$ cat config.mk
export PLATFORM = sky130hd
export DESIGN_NAME = preempt_timer
export DESIGN_NICKNAME = d
export VERILOG_FILES = /design/src/rtl/preempt_pkg.sv /design/src/rtl/preempt_frame_track.sv /design/src/rtl/preempt_code_select.sv /design/src/rtl/preempt_gate.sv /design/src/rtl/preempt_timer.sv
export SDC_FILE = /design/constraint.sdc
export NUM_CORES = 1
export LEC_CHECK = 0
export ABC_CLOCK_PERIOD_IN_PS = 5600
export BUFFER_PORTS_ARGS = -buffer_cell sky130_fd_sc_hd__buf_2
export CAP_MARGIN = 20
export CORE_UTILIZATION = 55
export DETAILED_ROUTE_END_ITERATION = 7
export PLACE_DENSITY = 0.76
export SLEW_MARGIN = 20
export SYNTH_ARGS = -nofsm -noshare
export SYNTH_HDL_FRONTEND = slang
export SYNTH_SLANG_ARGS = --single-unit
$ cat constraint.sdc
create_clock -name clk -period 5.6 [get_ports clk]
set_input_delay 1.4 -clock clk [delete_from_list [all_inputs] [get_ports clk]]
set_output_delay 1.4 -clock clk [all_outputs]
set_load 0.02 [all_outputs]
$ cat src/rtl/preempt_pkg.sv
package preempt_pkg;
    localparam int CODE_W    = 4;
    localparam int MAX_EXP   = (1 << (CODE_W - 1)) - 2;
    localparam int MAX_DELAY = 1 << MAX_EXP;
    localparam int CNT_W     = $clog2(MAX_DELAY + 1);

    typedef logic [CODE_W-1:0] code_t;
    typedef logic [CNT_W-1:0]  count_t;

    typedef struct packed {
        logic   enable;
        count_t delay;
    } plan_t;

    // Code value s in the low bits: 0 -> 0 cycles, s > 0 -> 2^(s-1) cycles.
    function automatic plan_t decode_code(code_t c);
        plan_t                  p;
        logic [CODE_W-2:0]      s;
        s        = c[CODE_W-2:0];
        p.enable = ~c[CODE_W-1];
        if (s == '0)
            p.delay = '0;
        else
            p.delay = count_t'(1) << (s - 1'b1);
        return p;
    endfunction
endpackage

$ cat src/rtl/preempt_frame_track.sv
module preempt_frame_track
    import preempt_pkg::*;
(
    input  logic   clk,
    input  logic   rst,
    input  logic   frame_act,
    output logic   in_xfer,
    output count_t elapsed
);
    localparam count_t SAT = count_t'(MAX_DELAY);

    count_t cnt_q;
    logic   xfer_q;

    always_comb begin
        elapsed = xfer_q ? cnt_q : '0;
        in_xfer = xfer_q;
    end

    always_ff @(posedge clk) begin
        if (rst) begin
            xfer_q <= 1'b0;
            cnt_q  <= '0;
        end else if (frame_act) begin
            xfer_q <= 1'b1;
            if (elapsed >= SAT)
                cnt_q <= SAT;
            else
                cnt_q <= elapsed + 1'b1;
        end else begin
            xfer_q <= 1'b0;
            cnt_q  <= '0;
        end
    end
endmodule

$ cat src/rtl/preempt_code_select.sv
module preempt_code_select
    import preempt_pkg::*;
(
    input  logic  clk,
    input  logic  rst,
    input  logic  frame_act,
    input  logic  in_xfer,
    input  code_t live_code,
    output code_t lat_code,
    output code_t eff_code
);
    code_t hold_q;

    always_comb begin
        eff_code = in_xfer ? hold_q : live_code;
        lat_code = hold_q;
    end

    always_ff @(posedge clk) begin
        if (rst)
            hold_q <= '0;
        else if (frame_act && !in_xfer)
            hold_q <= live_code;
    end
endmodule

$ cat src/rtl/preempt_gate.sv
module preempt_gate
    import preempt_pkg::*;
(
    input  code_t  eff_code,
    input  count_t elapsed,
    input  logic   frame_act,
    input  logic   req_pend,
    output logic   plan_enable,
    output logic   preempt_en
);
    plan_t plan;
    logic  window_open;

    always_comb begin
        plan        = decode_code(eff_code);
        plan_enable = plan.enable;
        window_open = plan.enable && (elapsed >= plan.delay);
        preempt_en  = window_open && frame_act && req_pend;
    end
endmodule

$ cat src/rtl/preempt_timer.sv
module preempt_timer
    import preempt_pkg::*;
(
    input  logic              clk,
    input  logic              rst,
    input  logic [CODE_W-1:0] ctl_code,
    input  logic              frame_act,
    input  logic              req_pend,
    output logic              preempt_en
);
    logic   in_xfer;
    count_t elapsed;
    code_t  lat_code;
    code_t  eff_code;
    logic   plan_enable;

    preempt_frame_track u_track (
        .clk       (clk),
        .rst       (rst),
        .frame_act (frame_act),
        .in_xfer   (in_xfer),
        .elapsed   (elapsed)
    );

    preempt_code_select u_code (
        .clk       (clk),
        .rst       (rst),
        .frame_act (frame_act),
        .in_xfer   (in_xfer),
        .live_code (ctl_code),
        .lat_code  (lat_code),
        .eff_code  (eff_code)
    );

    preempt_gate u_gate (
        .eff_code    (eff_code),
        .elapsed     (elapsed),
        .frame_act   (frame_act),
        .req_pend    (req_pend),
        .plan_enable (plan_enable),
        .preempt_en  (preempt_en)
    );
endmodule

==> results of run 1 <==
-- sequential cells by signal (all words and copies together) (netlist names) --
name,count
u_code.lat_code,4
u_track.cnt_q,7
u_track.in_xfer,1
-- layout make-up --
| type | instances | area [um2] | share of cell area [%] |
|---|---|---|---|
| timing repair buffer | 8 | 40.0 | 4.67 |
| clock buffer | 4 | 36.3 | 4.23 |
| sequential | 12 | 240 | 28.0 |
| inverter | 4 | 15.0 | 1.75 |
| tap | 15 | 18.8 | 2.19 |
| multi-input combinational | 76 | 507 | 59.1 |
-- synth_stat cells (all sizes together) --
master / number
a21o: 1
nor2b: 3
mux2: 1
a21oi: 4
nand2: 11
nand2b: 2
nand3: 6
ha: 9
a221o: 1
buf: 2
o21ai: 6
xnor2: 1
clkbuf: 1
and2: 5
nor3: 2
dfxtp: 12
nand3b: 3
xor2: 2
mux2i: 6
nor2: 10
and3: 2
inv: 4
or3: 1
-- power breakdown --
| part | switching (W) | internal (W) | leakage (nW) |
|---|---|---|---|
| logic | 0.0000117 | 0.0000106 | 0.263 |
| clock network | 0.0000266 | 0.0000394 | 0.0210 |
| registers | 0.00000389 | 0.0000879 | 0.0979 |
| total | 0.0000422 | 0.000138 | 0.382 |
-- worst reg2reg max path: cells and delay by family, from the launching register on --
family                   cells  cell delay (ns)
buffers and inverters        1             0.12
flip-flops                   1             0.74
adder cells (fa/ha/maj)      2             0.39
AND/OR/NAND/NOR              4             0.57
-- through the flow --
stage	worst slack (ns)	util, %	cells
after global routing	1.17	65.1	119
after detailed placement	1.30	62.3	115
after global placement	1.32	62.3	115
final	1.29	65.1	119
after CTS	1.29	65.1	119
after floorplan	1.47	-	95
-- worst max-delay path by stage --
| stage | startpoint | end | slack [ns] | cells after the start |
|---|---|---|---|---|
| 4_1_cts | ctl_code[2] | preempt_en | 1.29 | 9 |
| 6_report | ctl_code[2] | preempt_en | 1.29 | 9 |
| 3_3_place_gp | ctl_code[2] | preempt_en | 1.32 | 9 |
| 3_5_place_dp | ctl_code[1] | preempt_en | 1.30 | 9 |
| 5_1_grt | ctl_code[2] | preempt_en | 1.17 | 9 |
| 2_1_floorplan | ctl_code[2] | preempt_en | 1.47 | 7 |
-- cells in the final DEF, fill, tap and decap left out, drive strengths merged --
master / synthesis / final
clkbuf: 1 / 4
nor3: 2 / 2
buf: 2 / 8
ha: 9 / 9
or3: 1 / 1
a21o: 1 / 1
mux2: 1 / 1
nand3b: 3 / 3
inv: 4 / 4
a221o: 1 / 1
xor2: 2 / 2
mux2i: 6 / 6
and2: 5 / 5
xnor2: 1 / 1
and3: 2 / 2
nand2b: 2 / 2
nand3: 6 / 6
nor2: 10 / 10
dfxtp: 12 / 12
nand2: 11 / 11
nor2b: 3 / 3
a21oi: 4 / 4
o21ai: 6 / 6
-- kinds of logic (layout without fill, tap and decap cells) --
logic type / Yosys count / count (layout) / synth area share [%]
and+or+nand+nor: 45 / 45 / 28.9
AOI/OAI and AO/OA: 12 / 12 / 9.15
DFF: 12 / 12 / 30.8
adders and majority gates: 9 / 9 / 14.4
muxes: 7 / 7 / 9.15
buffers and inverters: 7 / 16 / 4.17
xor gates and xnor gates: 3 / 3 / 3.37
-- per-layer routing --
layer  wire length, um  global-route usage, %  up-vias  share of wire (%)
li1                  -                      -      344                  -
met1               735                   27.6      285                 53
met2               622                   32.8       10                 44
met3                31                   3.41        2                2.2
met4                11                   10.3        0               0.79
met5                 0                      0        -                  0
==> flow_metrics.tcl, run 1 <==
set metrics [dict create \
    finalHoldViolCount 0 \
    slowest_delay_ns 0.31 \
    gp_congestion 0.774 \
    crit_fanout 5 \
    p_leak_nw 0.382 \
    clkTransAtPathRegs_ns 0.08 \
    ys_ff_latch 12 \
    finalSetupViolations 0 \
    areaGrowthSynthToFinish_pct 9.95 \
    io_pins 9 \
    first_global_vias 507 \
    floorplan.initialDensity_pct 59.2 \
    worst-slew-pin-transition_ns 0.650 \
    powerDensity_nw_per_um2 210 \
    cts.path.max_buffers 2 \
    relSlewSlack_pct 56.6 \
    die_w_um 39.6 \
    netlist_area_um2 779 \
    post-route-cell-area_um2 857 \
    hold_depth 2 \
    max-vdd-ir-drop_mv 0.203 \
    grtUsageTotal_pct 21.0 \
    first_pass_iters 5 \
    period_minus_slack_ns 4.31 \
    drt-total-wl_um 1400 \
    antenna_left 0 \
    via_per_inst 5.39 \
    cts_tree "done" \
    worstHoldEndpoint "u_track.cnt_q[5]" \
    worstSetupPathType "in -> out" \
    final_layout_size_suffix_gt1_share_pct 15.4 \
    startpoint_type "primary input" \
    antenna_found_initial 0 \
    core_um2 1320 \
    nets 122 \
    min_from "u_track.cnt_q[5]" \
    drt_iter0_drc 17 \
    drv_slew 0 \
    r2r_end "u_track.cnt_q[6]" \
    netlist-cell-type-count 28 \
    post_cts_buffers 0 \
    synth_cells 95 \
    synth_fp_nets 112 \
    nFillCells 115 \
    routed-via-count 641 \
    clkSinkCount 12 \
    ys_seq_area_share_pct 30.8 \
    fmax_mhz 232 \
    rows 13 \
    diodes 0 \
    cpMaxStageDelayCell "a221o_1" \
    worst-endpoint-arrival_ns 2.91 \
    grt_pass1_wl_um 2130 \
    cts_root_buf "clkbuf_4" \
    io_buffers 8 \
    crit_chain "buf_2, nand2b_1, o21ai_1, nand2_1, ha_1, o21ai_0, a221o_1, a21oi_1, buf_2" \
    crit_path_frequent_cell "buf_2" \
    yosys_warnings 0 \
    power_w 0.000180 \
    synth_top_cell_by_area "dfxtp_1" \
    insertion_delay_ns 0.27 \
    fin_crit_sh_pct 77.0 \
    cts.htree.levels 1 \
    timing.hold.ws_ns 0.503 \
    cts_made_buffers 3 \
    rsz0062_at_grt "false" \
    syn_avg_cell_area_um2 8.21 \
    r2r-start "u_track.in_xfer" \
    outcome "complete, no violations" \
    synth.top_cell.area_share_pct 30.8 \
    placed_area_um2 821 \
    die_h_um 39.6 \
    hold_buffers 0 \
    drt-wirelength-per-cell_um 11.8 \
    rrSetupSlack_ns 3.73 \
    worst-path-buf-inv 2 \
    grt_max_degree 21 \
    cts_resized 0 \
    clock_skew_ns 0.00729 \
    fin_tns_setup_ns 0 \
    synth_area_leaders "dfxtp_1 (31%), ha_1 (14%), mux2i_1 (7.7%)" \
    cap_violations 0 \
    reg2reg_depth 7 \
    cp_top_family "compound AO/OA/AOI/OAI gates" \
    cp.required_ns 4.20 \
    grt.overflow.total 0 \
    min_path_type "reg -> reg" \
    end_kind "primary output" \
    design.die.area_um2 1570 \
    drc 0 \
    post-dp-hpwl_um 1130 \
]
Power figures use the tool's default switching activity.
==> run 2, diff against run 1 <==
- ABC_CLOCK_PERIOD_IN_PS: 5600 -> 3600
- CORE_UTILIZATION: 55 -> 50
- PLACE_DENSITY: 0.76 -> 0.73
- clock period: 5.6 -> 3.6 ns (I/O delays scaled with it)
==> run 2 against run 1 <==
Against the previous run: combinational power rose by 55%; register-to-register slack got worse by 1.7 ns; final area is 0.15% higher; clock skew down 0.0044 ns; sequential cell count did not move; non-clock buffer count stayed put; core utilization decreased by 3.0 points; largest cell class unchanged; highest routed layer is now met3.
==> flow_metrics.tcl, run 2 (synthesized netlist as in run 1, its figures left out) <==
set metrics [dict create \
    drc 0 \
    crit_fanout 5 \
    antenna_left 0 \
    dp.cells 115 \
    grt_max_degree 21 \
    io_pins 9 \
    final_layout_size_suffix_gt1_share_pct 16.3 \
    relSlewSlack_pct 70.4 \
    io_buffers 8 \
    drt-wirelength-per-cell_um 11.5 \
    fin_tns_setup_ns 0 \
    first_global_vias 584 \
    grt.overflow.total 0 \
    grt_pass1_wl_um 2530 \
    cap_violations 0 \
    drv_slew 0 \
    powerDensity_nw_per_um2 328 \
    post-dp-hpwl_um 1120 \
    cp.required_ns 2.70 \
    largest_register_ffs 7 \
    end_kind "primary output" \
    die_h_um 41.5 \
    rsz0062_at_grt "false" \
    drt_iter0_drc 13 \
    insertion_delay_ns 0.27 \
    crit_path_frequent_cell "buf_2" \
    cts.htree.levels 1 \
    period_minus_slack_ns 3.32 \
    slowest_delay_ns 0.33 \
    design.die.area_um2 1720 \
    nets 122 \
    cts_made_buffers 3 \
    startpoint_type "primary input" \
    routed-via-count 631 \
    areaGrowthSynthToFinish_pct 10.1 \
    post_cts_buffers 0 \
    grtUsageTotal_pct 18.6 \
    gp_congestion 0.810 \
    hold_depth 2 \
    cts_tree "done" \
    cp_top_family "compound AO/OA/AOI/OAI gates" \
    rows 13 \
    cp.depth 9 \
    drt-total-wl_um 1370 \
    instances_no_fill 119 \
    finalHoldViolCount 0 \
    diodes 0 \
    reg2reg_depth 6 \
    first_pass_iters 4 \
    layout_common_cells "nand2_1 (11), dfxtp_1 (11), nor2_1 (10), ha_1 (9), buf_2 (8)" \
    crit_chain "buf_2, nand2b_1, o21ai_1, nand2_1, ha_1, o21ai_0, a221o_1, a21oi_1, buf_2" \
    max-vdd-ir-drop_mv 0.225 \
    place_ws_ns 0.283 \
    via_per_inst 5.30 \
    clkSinkCount 12 \
    fmax_mhz 301 \
    cts.path.max_buffers 2 \
    floorplan.initialDensity_pct 56.4 \
    die_w_um 41.5 \
    clock_skew_ns 0.00286 \
    setup_slack_ns 0.279 \
    worst-path-buf-inv 2 \
    worst-slew-pin-transition_ns 0.443 \
    antenna_found_initial 0 \
    worstSetupPathType "in -> out" \
    p_leak_nw 0.382 \
    cts_root_buf "clkbuf_4" \
    fin_crit_sh_pct 92.2 \
    cpMaxStageDelayCell "a221o_1" \
    utilization_pct 62.1 \
    outcome "complete, no violations" \
    min_path_type "reg -> reg" \
    largest-register "u_track.cnt_q" \
    worst-endpoint-arrival_ns 2.42 \
    power_w 0.000282 \
    clkTransAtPathRegs_ns 0.07 \
    finalSetupViolations 0 \
    core_um2 1380 \
]
## run 2: cell counts in the layout (fill, tap and decap cells not counted)
No cell type changed its count.
## run 2: worst min-delay path, stage by stage (launching register included)
cell and delay [ns]:
dfxtp_1 0.32, o21ai_0 0.09, a21oi_2 0.05
## run 2: final cells by class
type	count	area (um2)
clock buffer	4	36.3
fill	121	524
inverter	4	15.0
multi-input combinational	76	507
sequential	12	241
tap	15	18.8
timing repair buffer	8	40.0
## run 2: per-stage QoR
step / hold WS [ns] / cell area (um2)
6_report: 0.513 / 858
5_1_grt: 0.533 / 858
4_1_cts: 0.509 / 857
3_5_place_dp: 0.498 / 821
3_3_place_gp: 0.486 / 821
2_1_floorplan: 0.460 / 779
## run 2: routing by layer
metal | track usage, % | vias to the layer above | part of all wire, %
met2 | 28.7 | 12 | 44
li1 | - | 341 | -
met1 | 26.5 | 278 | 52
met3 | 3.91 | 0 | 3.4
met4 | 3.87 | 0 | 0
met5 | 0 | - | 0
## run 2: repair_timing
item,CTS,global route
endpoints found under the hold margin,0,0
hold buffers,0,0
resized for setup,0,1
endpoints found under the setup margin,0,1
## run 2: final timing paths
path	slack, ns	start	end
setup / recovery	0.28	ctl_code[2]	preempt_en
hold / removal	0.51	u_track.cnt_q[5]	u_track.cnt_q[5]
setup reg to reg	2.02	u_track.in_xfer	u_track.cnt_q[6]
hold reg to reg	0.51	u_track.cnt_q[5]	u_track.cnt_q[5]
## run 2: power breakdown
part,switching (W),internal (W),leakage [nW],total (W)
Sequential,0.00000605,0.000137,0.0981,0.000143
Combinational,0.0000179,0.0000166,0.263,0.0000345
Clock,0.0000428,0.0000614,0.0210,0.000104
